==> src/rtl/leb_pkg.sv <==
package leb_pkg;
  localparam int NUM_EDGES = 4;

  // bit order matches register bits 19..16
  typedef struct packed {
    logic h_rise;
    logic h_fall;
    logic l_rise;
    logic l_fall;
  } leb_edges_t;
endpackage

==> src/rtl/leb_cfg_reg.sv <==
module leb_cfg_reg
  import leb_pkg::*;
#(
  parameter int REG_W  = 32,
  parameter int DLY_W  = 7,
  parameter int EN_LSB = 16
) (
  input  logic             clk_i,
  input  logic             rst_ni,
  input  logic             wr_en_i,
  input  logic [REG_W-1:0] wr_data_i,
  input  logic             wp_sw_i,
  input  logic             wp_hw_i,
  output leb_edges_t       en_o,
  output logic [DLY_W-1:0] dly_o,
  output logic [REG_W-1:0] rd_data_o
);
  logic       wr_ok;
  leb_edges_t en_q;
  logic [DLY_W-1:0] dly_q;

  assign wr_ok = wr_en_i & ~wp_sw_i & ~wp_hw_i;

  always_ff @(posedge clk_i or negedge rst_ni) begin
    if (!rst_ni) begin
      en_q  <= '0;
      dly_q <= '0;
    end else if (wr_ok) begin
      en_q  <= wr_data_i[EN_LSB +: NUM_EDGES];
      dly_q <= wr_data_i[DLY_W-1:0];
    end
  end

  always_comb begin
    rd_data_o = '0;
    rd_data_o[EN_LSB +: NUM_EDGES] = en_q;
    rd_data_o[DLY_W-1:0] = dly_q;
  end

  assign en_o  = en_q;
  assign dly_o = dly_q;

  AST_WP_BLOCK: assert property (@(posedge clk_i) disable iff (!rst_ni)
    (wr_en_i && (wp_sw_i || wp_hw_i)) |=> $stable(rd_data_o));
  AST_WR_TAKE: assert property (@(posedge clk_i) disable iff (!rst_ni)
    (wr_en_i && !wp_sw_i && !wp_hw_i) |=>
      rd_data_o[DLY_W-1:0] == $past(wr_data_i[DLY_W-1:0]));
endmodule

==> src/rtl/leb_edge_det.sv <==
module leb_edge_det #(
  parameter int N_CH = 2
) (
  input  logic            clk_i,
  input  logic            rst_ni,
  input  logic [N_CH-1:0] pwm_i,
  output logic [N_CH-1:0] rise_o,
  output logic [N_CH-1:0] fall_o
);
  for (genvar g = 0; g < N_CH; g++) begin : g_ch
    logic prev_q;
    always_ff @(posedge clk_i or negedge rst_ni) begin
      if (!rst_ni) prev_q <= 1'b0;
      else         prev_q <= pwm_i[g];
    end
    assign rise_o[g] = pwm_i[g] & ~prev_q;
    assign fall_o[g] = ~pwm_i[g] & prev_q;

    AST_RISE_SEEN: assert property (@(posedge clk_i) disable iff (!rst_ni)
      $rose(pwm_i[g]) |-> rise_o[g]);
  end
endmodule

==> src/rtl/leb_window.sv <==
module leb_window #(
  parameter int DLY_W = 7
) (
  input  logic             clk_i,
  input  logic             rst_ni,
  input  logic             edge_i,
  input  logic [DLY_W-1:0] dly_i,
  output logic             blank_o
);
  localparam logic [DLY_W-1:0] MIN_DLY = DLY_W'(2);

  logic [DLY_W-1:0] cnt_q, load_val;
  logic             long_dly;

  // field N blanks N-1 cycles: edge cycle plus N-2 counted cycles
  assign long_dly = dly_i >= MIN_DLY;
  assign load_val = long_dly ? dly_i - MIN_DLY : '0;

  always_ff @(posedge clk_i or negedge rst_ni) begin
    if (!rst_ni)            cnt_q <= '0;
    else if (edge_i)        cnt_q <= load_val;
    else if (cnt_q != '0)   cnt_q <= cnt_q - 1'b1;
  end

  assign blank_o = (edge_i & long_dly) | (cnt_q != '0);

  AST_CNT_DOWN: assert property (@(posedge clk_i) disable iff (!rst_ni)
    (!edge_i && cnt_q != '0) |=> cnt_q == $past(cnt_q) - 1'b1);
  AST_IDLE_HOLD: assert property (@(posedge clk_i) disable iff (!rst_ni)
    (!edge_i && cnt_q == '0) |=> cnt_q == '0);
  AST_SHORT_DLY: assert property (@(posedge clk_i) disable iff (!rst_ni)
    (edge_i && dly_i < MIN_DLY) |=> cnt_q == '0);
endmodule

==> src/rtl/leb_unit.sv <==
module leb_unit
  import leb_pkg::*;
#(
  parameter int REG_W  = 32,
  parameter int DLY_W  = 7,
  parameter int EN_LSB = 16
) (
  input  logic             clk_i,
  input  logic             rst_ni,
  input  logic             trig_i,
  input  logic             pwm_h_i,
  input  logic             pwm_l_i,
  input  logic             wr_en_i,
  input  logic [REG_W-1:0] wr_data_i,
  input  logic             wp_sw_i,
  input  logic             wp_hw_i,
  output logic [REG_W-1:0] rd_data_o,
  output logic             trig_o
);
  localparam int N_CH = 2; // index 1 high side, 0 low side

  leb_edges_t       en;
  logic [DLY_W-1:0] dly;
  logic [N_CH-1:0]  rise, fall;
  leb_edges_t       seen;
  logic             qual, blank, trig_q;

  leb_cfg_reg #(.REG_W(REG_W), .DLY_W(DLY_W), .EN_LSB(EN_LSB)) u_cfg (
    .clk_i, .rst_ni, .wr_en_i, .wr_data_i, .wp_sw_i, .wp_hw_i,
    .en_o(en), .dly_o(dly), .rd_data_o
  );

  leb_edge_det #(.N_CH(N_CH)) u_edge (
    .clk_i, .rst_ni, .pwm_i({pwm_h_i, pwm_l_i}), .rise_o(rise), .fall_o(fall)
  );

  assign seen = '{h_rise: rise[1], h_fall: fall[1], l_rise: rise[0], l_fall: fall[0]};
  assign qual = |(seen & en);

  leb_window #(.DLY_W(DLY_W)) u_win (
    .clk_i, .rst_ni, .edge_i(qual), .dly_i(dly), .blank_o(blank)
  );

  always_ff @(posedge clk_i or negedge rst_ni) begin
    if (!rst_ni) trig_q <= 1'b0;
    else         trig_q <= trig_i & ~blank;
  end
  assign trig_o = trig_q;

  AST_BLANK_MASK: assert property (@(posedge clk_i) disable iff (!rst_ni)
    blank |=> !trig_o);
  AST_PASS: assert property (@(posedge clk_i) disable iff (!rst_ni)
    !blank |=> trig_o == $past(trig_i));
endmodule

==> config.mk <==
export PLATFORM = sky130hd
export DESIGN_NAME = leb_unit
export DESIGN_NICKNAME = d
export VERILOG_FILES = /design/src/rtl/leb_pkg.sv /design/src/rtl/leb_cfg_reg.sv /design/src/rtl/leb_edge_det.sv /design/src/rtl/leb_window.sv /design/src/rtl/leb_unit.sv
export SDC_FILE = /design/constraint.sdc
export NUM_CORES = 1
export LEC_CHECK = 0
export ABC_CLOCK_PERIOD_IN_PS = 2100
export BUFFER_PORTS_ARGS = -buffer_cell sky130_fd_sc_hd__buf_4
export CORE_ASPECT_RATIO = 0.9
export CORE_MARGIN = 2
export CORE_UTILIZATION = 30
export CTS_CLUSTER_SIZE = 40
export DETAILED_ROUTE_END_ITERATION = 10
export PLACE_DENSITY = 0.57
export SLEW_MARGIN = 20
export SYNTH_ARGS = -nofsm -noshare
export SYNTH_HDL_FRONTEND = slang
export SYNTH_HIERARCHICAL = 1
export SYNTH_SLANG_ARGS = --single-unit
export TNS_END_PERCENT = 100
==> constraint.sdc <==
create_clock -name clk_i -period 2.1 [get_ports clk_i]
set_clock_uncertainty 0.1 [all_clocks]
set_input_delay 0.105 -clock clk_i [delete_from_list [all_inputs] [get_ports clk_i]]
set_output_delay 0.105 -clock clk_i [all_outputs]
set_load 0.01 [all_outputs]
# Yosys cells after proc, flatten, opt, wreduce, memory -nomap -nowiden
# Index checks and enable logic that the tools add are counted.
[totals]
register_bits = 21
inputBits = 40
output_inout_bits = 33
wordCells = 35
[classes]
add_sub_neg = 2
magnitude_cmp = 1
mux = 3
n_bitwise = 17
n_reduce_logical = 3
[ops]
columns = ["op", "count"]
rows = [
  ["7-bit 2-to-1 mux", 3],
  ["1-bit bitwise AND", 8],
  ["7-bit by 2-bit greater-or-equal comparator with 1-bit output (second input constant)", 1],
  ["1-bit NOT", 7],
  ["7-bit nonzero test", 1],
  ["7-bit by 1-bit subtractor with 7-bit output (second input constant)", 1],
  ["7-bit by 2-bit subtractor with 7-bit output (second input constant)", 1],
  ["4-bit bitwise AND", 1],
  ["4-bit OR reduction", 1],
  ["2-bit nonzero test", 1],
  ["1-bit bitwise OR", 1],
]

# Logic depth before layout (Yosys ltp)
[depth]
depth_word = 8
ltp_mapped = 6
ltp_nobuf = 6

# By module
# Netlist, hierarchy kept.
[modules_own_cells]
columns = ["module", "n_inst", "cells_per_inst", "area_per_inst_um2", "seq_area_each_um2"]
rows = [
  ["leb_cfg_reg", 1, 57, 666.9, 275.3],
  ["leb_window", 1, 57, 543.0, 175.2],
  ["leb_edge_det", 1, 6, 85.1, 50.0],
  ["leb_unit", 1, 5, 50.0, 25.0],
]

# Least setup slack after synthesis
# No wires, ideal clock.
[synth_timing]
path_type = "flip-flop to flip-flop"
startpoint = "register u_cfg.dly_q[1], in the netlist u_cfg/dly_o[1]"
endpoint = "register u_win.cnt_q[5]"
setup_time_ns = 0.142
arrival_ns = 1.378
required_time_ns = 1.858
setup_slack_ns = 0.480
stages_incl_launch_ff = 7
path_buffers = 0
synth_period_minus_slack_ns = 1.620
path_cell_list = "dfrtp_1 inv_1 ha_1 inv_1 or3_2 xor2_1 o32ai_1"
[synth_between]
elab_chain_len = 3
elab_cells_between_ends = 4
classes_between = "1 x add/sub; 1 x order compare; 2 x mux"
[synth_rtl]
columns = ["element", "line_no", "rtl"]
rows = [
  ["start: declaration", "leb_cfg_reg.sv:20", "logic [DLY_W-1:0] dly_q;"],
  ["start signal: assignment", "leb_cfg_reg.sv:30", "dly_q <= wr_data_i[DLY_W-1:0];"],
  ["7-bit by 2-bit subtractor with 7-bit output or 7-bit by 2-bit greater-or-equal comparator with 1-bit output (tied branches)", "leb_window.sv:17, leb_window.sv:16", ""],
  ["7-bit 2-to-1 mux (*)", "leb_window.sv:17", "assign load_val = long_dly ? dly_i - MIN_DLY : '0;"],
  ["7-bit 2-to-1 mux (*)", "leb_window.sv:21", "else if (edge_i) cnt_q <= load_val;"],
  ["end signal: assignment", "leb_window.sv:21", ""],
  ["end signal: assignment", "leb_window.sv:22", "else if (cnt_q != '0) cnt_q <= cnt_q - 1'b1;"],
  ["end: declaration", "leb_window.sv:12", "logic [DLY_W-1:0] cnt_q, load_val;"],
]
# Every way passes the cells marked *; elsewhere a longest branch is shown, timed or not.
# A chain may end at the register's enable or synchronous reset.

# Worst setup path after layout
# Ends and elaborated chain as after synthesis.

==> results.md <==
* Clock share of power at between 15 and 20%
* CTS tree: done
* Average wire length per cell after detail routing at 11.3 um
* Critical path depth in cells at 6
* Time the final worst path needs with I/O delays and setup at 1.78 ns
* Power density of the placed cells at 887 nW/um2
* Most common cell on crit path: sky130_fd_sc_hd__inv_1
* Core Area at between 4000 and 5000 um2
* Instance area at placement at about 1500 um2
* Count of nets after finishing at 204
* Total placed cells including tap cells at 203
* Clock buffers created by TritonCTS at 3
* Result of the run: completed
* Synthesized instance count at 125
* Global-route usage over all layers at 10.8%
* P_leak at 0.764 nW
* CTS Sinks at 21
* Proportion of total power due to net switching at between 30% and 40%
* Cell row count at 23
* Post-route non-filler standard cell count at between 200 and 250
* Die outline area at 5040 um2
* Peak clock frequency supported by timing at roughly 560 MHz
* Critical path start-end classification: flop to flop
* Cell type group with the largest total delay on the critical path: flip-flops
* RSZ-0062 raised after global routing: no
* Yosys top cell by area: sky130_fd_sc_hd__dfrtp_1
* Horizontal die dimension at 74.6 um
* Warning count from the yosys run at 6
* Global-route wire length before repair at 4.13 mm
* Data arrival, critical path at 1.80 ns
* Portion of the post-synthesis area used by sequential elements at 39.1%
* Standard cell with the maximum stage delay on the critical path: sky130_fd_sc_hd__dfrtp_1
* RePlAce Congestion at around 0.84
* Hold buffer count at cts at 15
* Starting density of the core at approximately 31%
* Utilization after layout at 38.1%
* Worst path setup slack after routing at 0.319 ns
* Async SR Flop Fraction at 100%
* Internal power at 961 uW
* Detailed-route DRC error count at 0
* Slowest stage delay, CP at 0.44 ns
* Total Neg Setup Slack at 0 ns
* Actual transition at the worst max-transition pin at 0.658 ns
* Remaining global-route overflow at 0
* Commonest register cell after synthesis: sky130_fd_sc_hd__dfrtp_1
* Worst slack at placement at 0.319 ns
* Netlist area before placement at about 1300 um2
* Area growth from synthesis to final layout at 23.9%
* I/O pin cnt at 73
* Number of buffer and inverter instances along the worst setup path at 2
* First drt pass iteration count at 4
* Via count of the routed design at 921
* Number of antenna violations at the first check in global routing at 0
* Largest voltage drop on the vdd net at 0.373 mV
* Cell with the most instances after synthesis: sky130_fd_sc_hd__buf_4
* Cell types with the highest counts after synthesis: sky130_fd_sc_hd__buf_4 (32), sky130_fd_sc_hd__dfrtp_1 (21), sky130_fd_sc_hd__mux2_2 (11)
* Relative max-transition margin at 55.5%
* Vias per inst at between 4 and 5
* ANT nets after route at 0
* Final hold vios at 0
* Critical Path Source Type: flop
* Top area cells in the synthesized netlist: sky130_fd_sc_hd__dfrtp_1 (39%), sky130_fd_sc_hd__buf_4 (18%), sky130_fd_sc_hd__mux2_2 (9.2%), sky130_fd_sc_hd__xnor2_1 (3.9%), sky130_fd_sc_hd__ha_1 (2.8%)
* CTS H-Tree Depth at 1
* Clock slew at the register clock pins of the worst setup and hold paths at 0.08 ns
* Cell at the root of the clock tree: sky130_fd_sc_hd__clkbuf_8
* Die Ht at ~68 um
* Critical path fanouts, max at 6
* Number of design-rule violations left by the first detailed-router iteration at 34
* CTS-repair resized insts at 0
* ANT cells at 0
* Fraction of final layout cells sized beyond drive strength 1 at a little over a third
* Number of port buffers at 30
* Share of power burned in registers at 42.4%
* Period utilisation layout at a little over four fifths
* Count of maximum capacitance violations at 0
* Maximum number of pins on one net before global-route repair at 22
* Hold WC Path Type: input port to async pin
* Vias in the first global route at 908
* Number of enable-type register cells in the synthesized netlist at 0
* Post-synthesis area per instance at 10.8 um2
* Final HPWL DP at 1.93 mm
* Final cell area excluding filler cells at roughly 1700 um2
* Pins Over Slew Limit at 0
* Buffers from clock root to sink, at most at 2
* Number of library cell types mapped by synthesis at 33
* Clock latency on the worst-skew pair at 0.26 ns
* Switching Power at 517 uW
* Number of endpoints failing setup at the final stage at 0
* Postcts setup bufs at 0
* Critical-path cell list: inv_1 -> ha_1 -> inv_1 -> or3_2 -> xor2_1 -> o32ai_1
* CP endpoint kind: flop
* Share of Yosys cell area claimed by the top area cell type at 39.1%
* Worst R2R Path Depth at 6
* Post-detailed-routing wire length at 2.51 mm
* Worst Path Required at ~2.1 ns
* Flip-flop and latch count after synthesis at 21
* Relative contribution of combinational cells to total power at 40.1%
[placed cells by master, fill, tap and decap left out, drive strengths merged]
cell / netlist / routed
and4b: 1 / 1
o211ai: 1 / 1
o22ai: 3 / 3
nand3: 1 / 1
nor3b: 1 / 1
nand2: 7 / 7
a22oi: 2 / 2
inv: 5 / 5
dfrtp: 21 / 21
xnor2: 6 / 6
clkinv: 0 / 1
o32ai: 3 / 3
or2: 1 / 1
conb: 1 / 21
nor3: 4 / 4
o21a: 1 / 1
dlygate4sd3: 0 / 15
ha: 3 / 3
buf: 34 / 31
mux2: 12 / 12
or3: 3 / 3
nor4b: 1 / 1
nor2b: 1 / 1
o41ai: 1 / 1
and2b: 4 / 4
nor2: 3 / 3
xor2: 2 / 2
mux2i: 1 / 1
o21ai: 1 / 1
clkbuf: 1 / 3
[worst paths after layout]
kind | start | endpoint | slack, ns
setup / recovery | u_cfg/dly_o[1]$_DFFE_PN0P_ | u_win/cnt_q[5]$_DFFE_PN0P_ | 0.32
hold / removal | rst_ni | u_cfg/dly_o[2]$_DFFE_PN0P_ | 0.19
setup reg to reg | u_cfg/dly_o[1]$_DFFE_PN0P_ | u_win/cnt_q[5]$_DFFE_PN0P_ | 0.32
hold reg to reg | u_cfg/en_o[2]$_DFFE_PN0P_ | u_cfg/en_o[2]$_DFFE_PN0P_ | 0.46
max in group asynchronous | rst_ni | u_cfg/dly_o[4]$_DFFE_PN0P_ | 1.50
min in group clk_i | wp_hw_i | u_cfg/dly_o[0]$_DFFE_PN0P_ | 0.30
[routing by layer]
metal / wire length [um] / GRT usage (%)
met3: 105 / 1.34
met4: 0 / 3.35
met5: 0 / 0
met2: 1420 / 20.0
met1: 988 / 12.8
[logic make-up after synthesis]
group	share of synthesized area, %
buf+inv	20.7
simple gates	13.1
flops	39.1
mux	10.8
compound gates	8.00
xor+xnor	5.21
fa+ha+maj	2.79
other cells	0.279
[registers in the layout, indices dropped and copies added, names as in the netlist]
register	flops
trig_o	1
u_cfg/en_o	4
u_win/cnt_q	7
u_edge/g_ch.prev_q	2
u_cfg/dly_o	7
[layout make-up]
class                           instances  area (um2)
Fill cell                             452        2710
Multi-Input combinational cell         84         616
Sequential cell                        21         526
Timing Repair Buffer                   46         383
Tap cell                               62        77.6
Clock buffer                            3        41.3
Inverter                                5        18.8
Clock inverter                          1        5.00
[power groups by stage]
| stage | logic, mW | registers [mW] | clock network (mW) |
|---|---|---|---|
| 2_1_floorplan | 0.492 | 0.605 | 0 |
| 3_3_place_gp | 0.544 | 0.626 | 0 |
| 3_5_place_dp | 0.571 | 0.635 | 0 |
| 4_1_cts | 0.597 | 0.628 | 0.273 |
| 5_1_grt | 0.655 | 0.647 | 0.291 |
| 6_report | 0.593 | 0.627 | 0.258 |
[through the flow]
stage	power, mW	hold slack [ns]
after floorplan	1.10	-0.291
after global placement	1.17	-0.101
after detailed placement	1.21	-0.0948
after CTS	1.50	0.167
after global routing	1.59	0.207
final	1.48	0.185
Note: power is estimated with default switching activity, not from simulation.
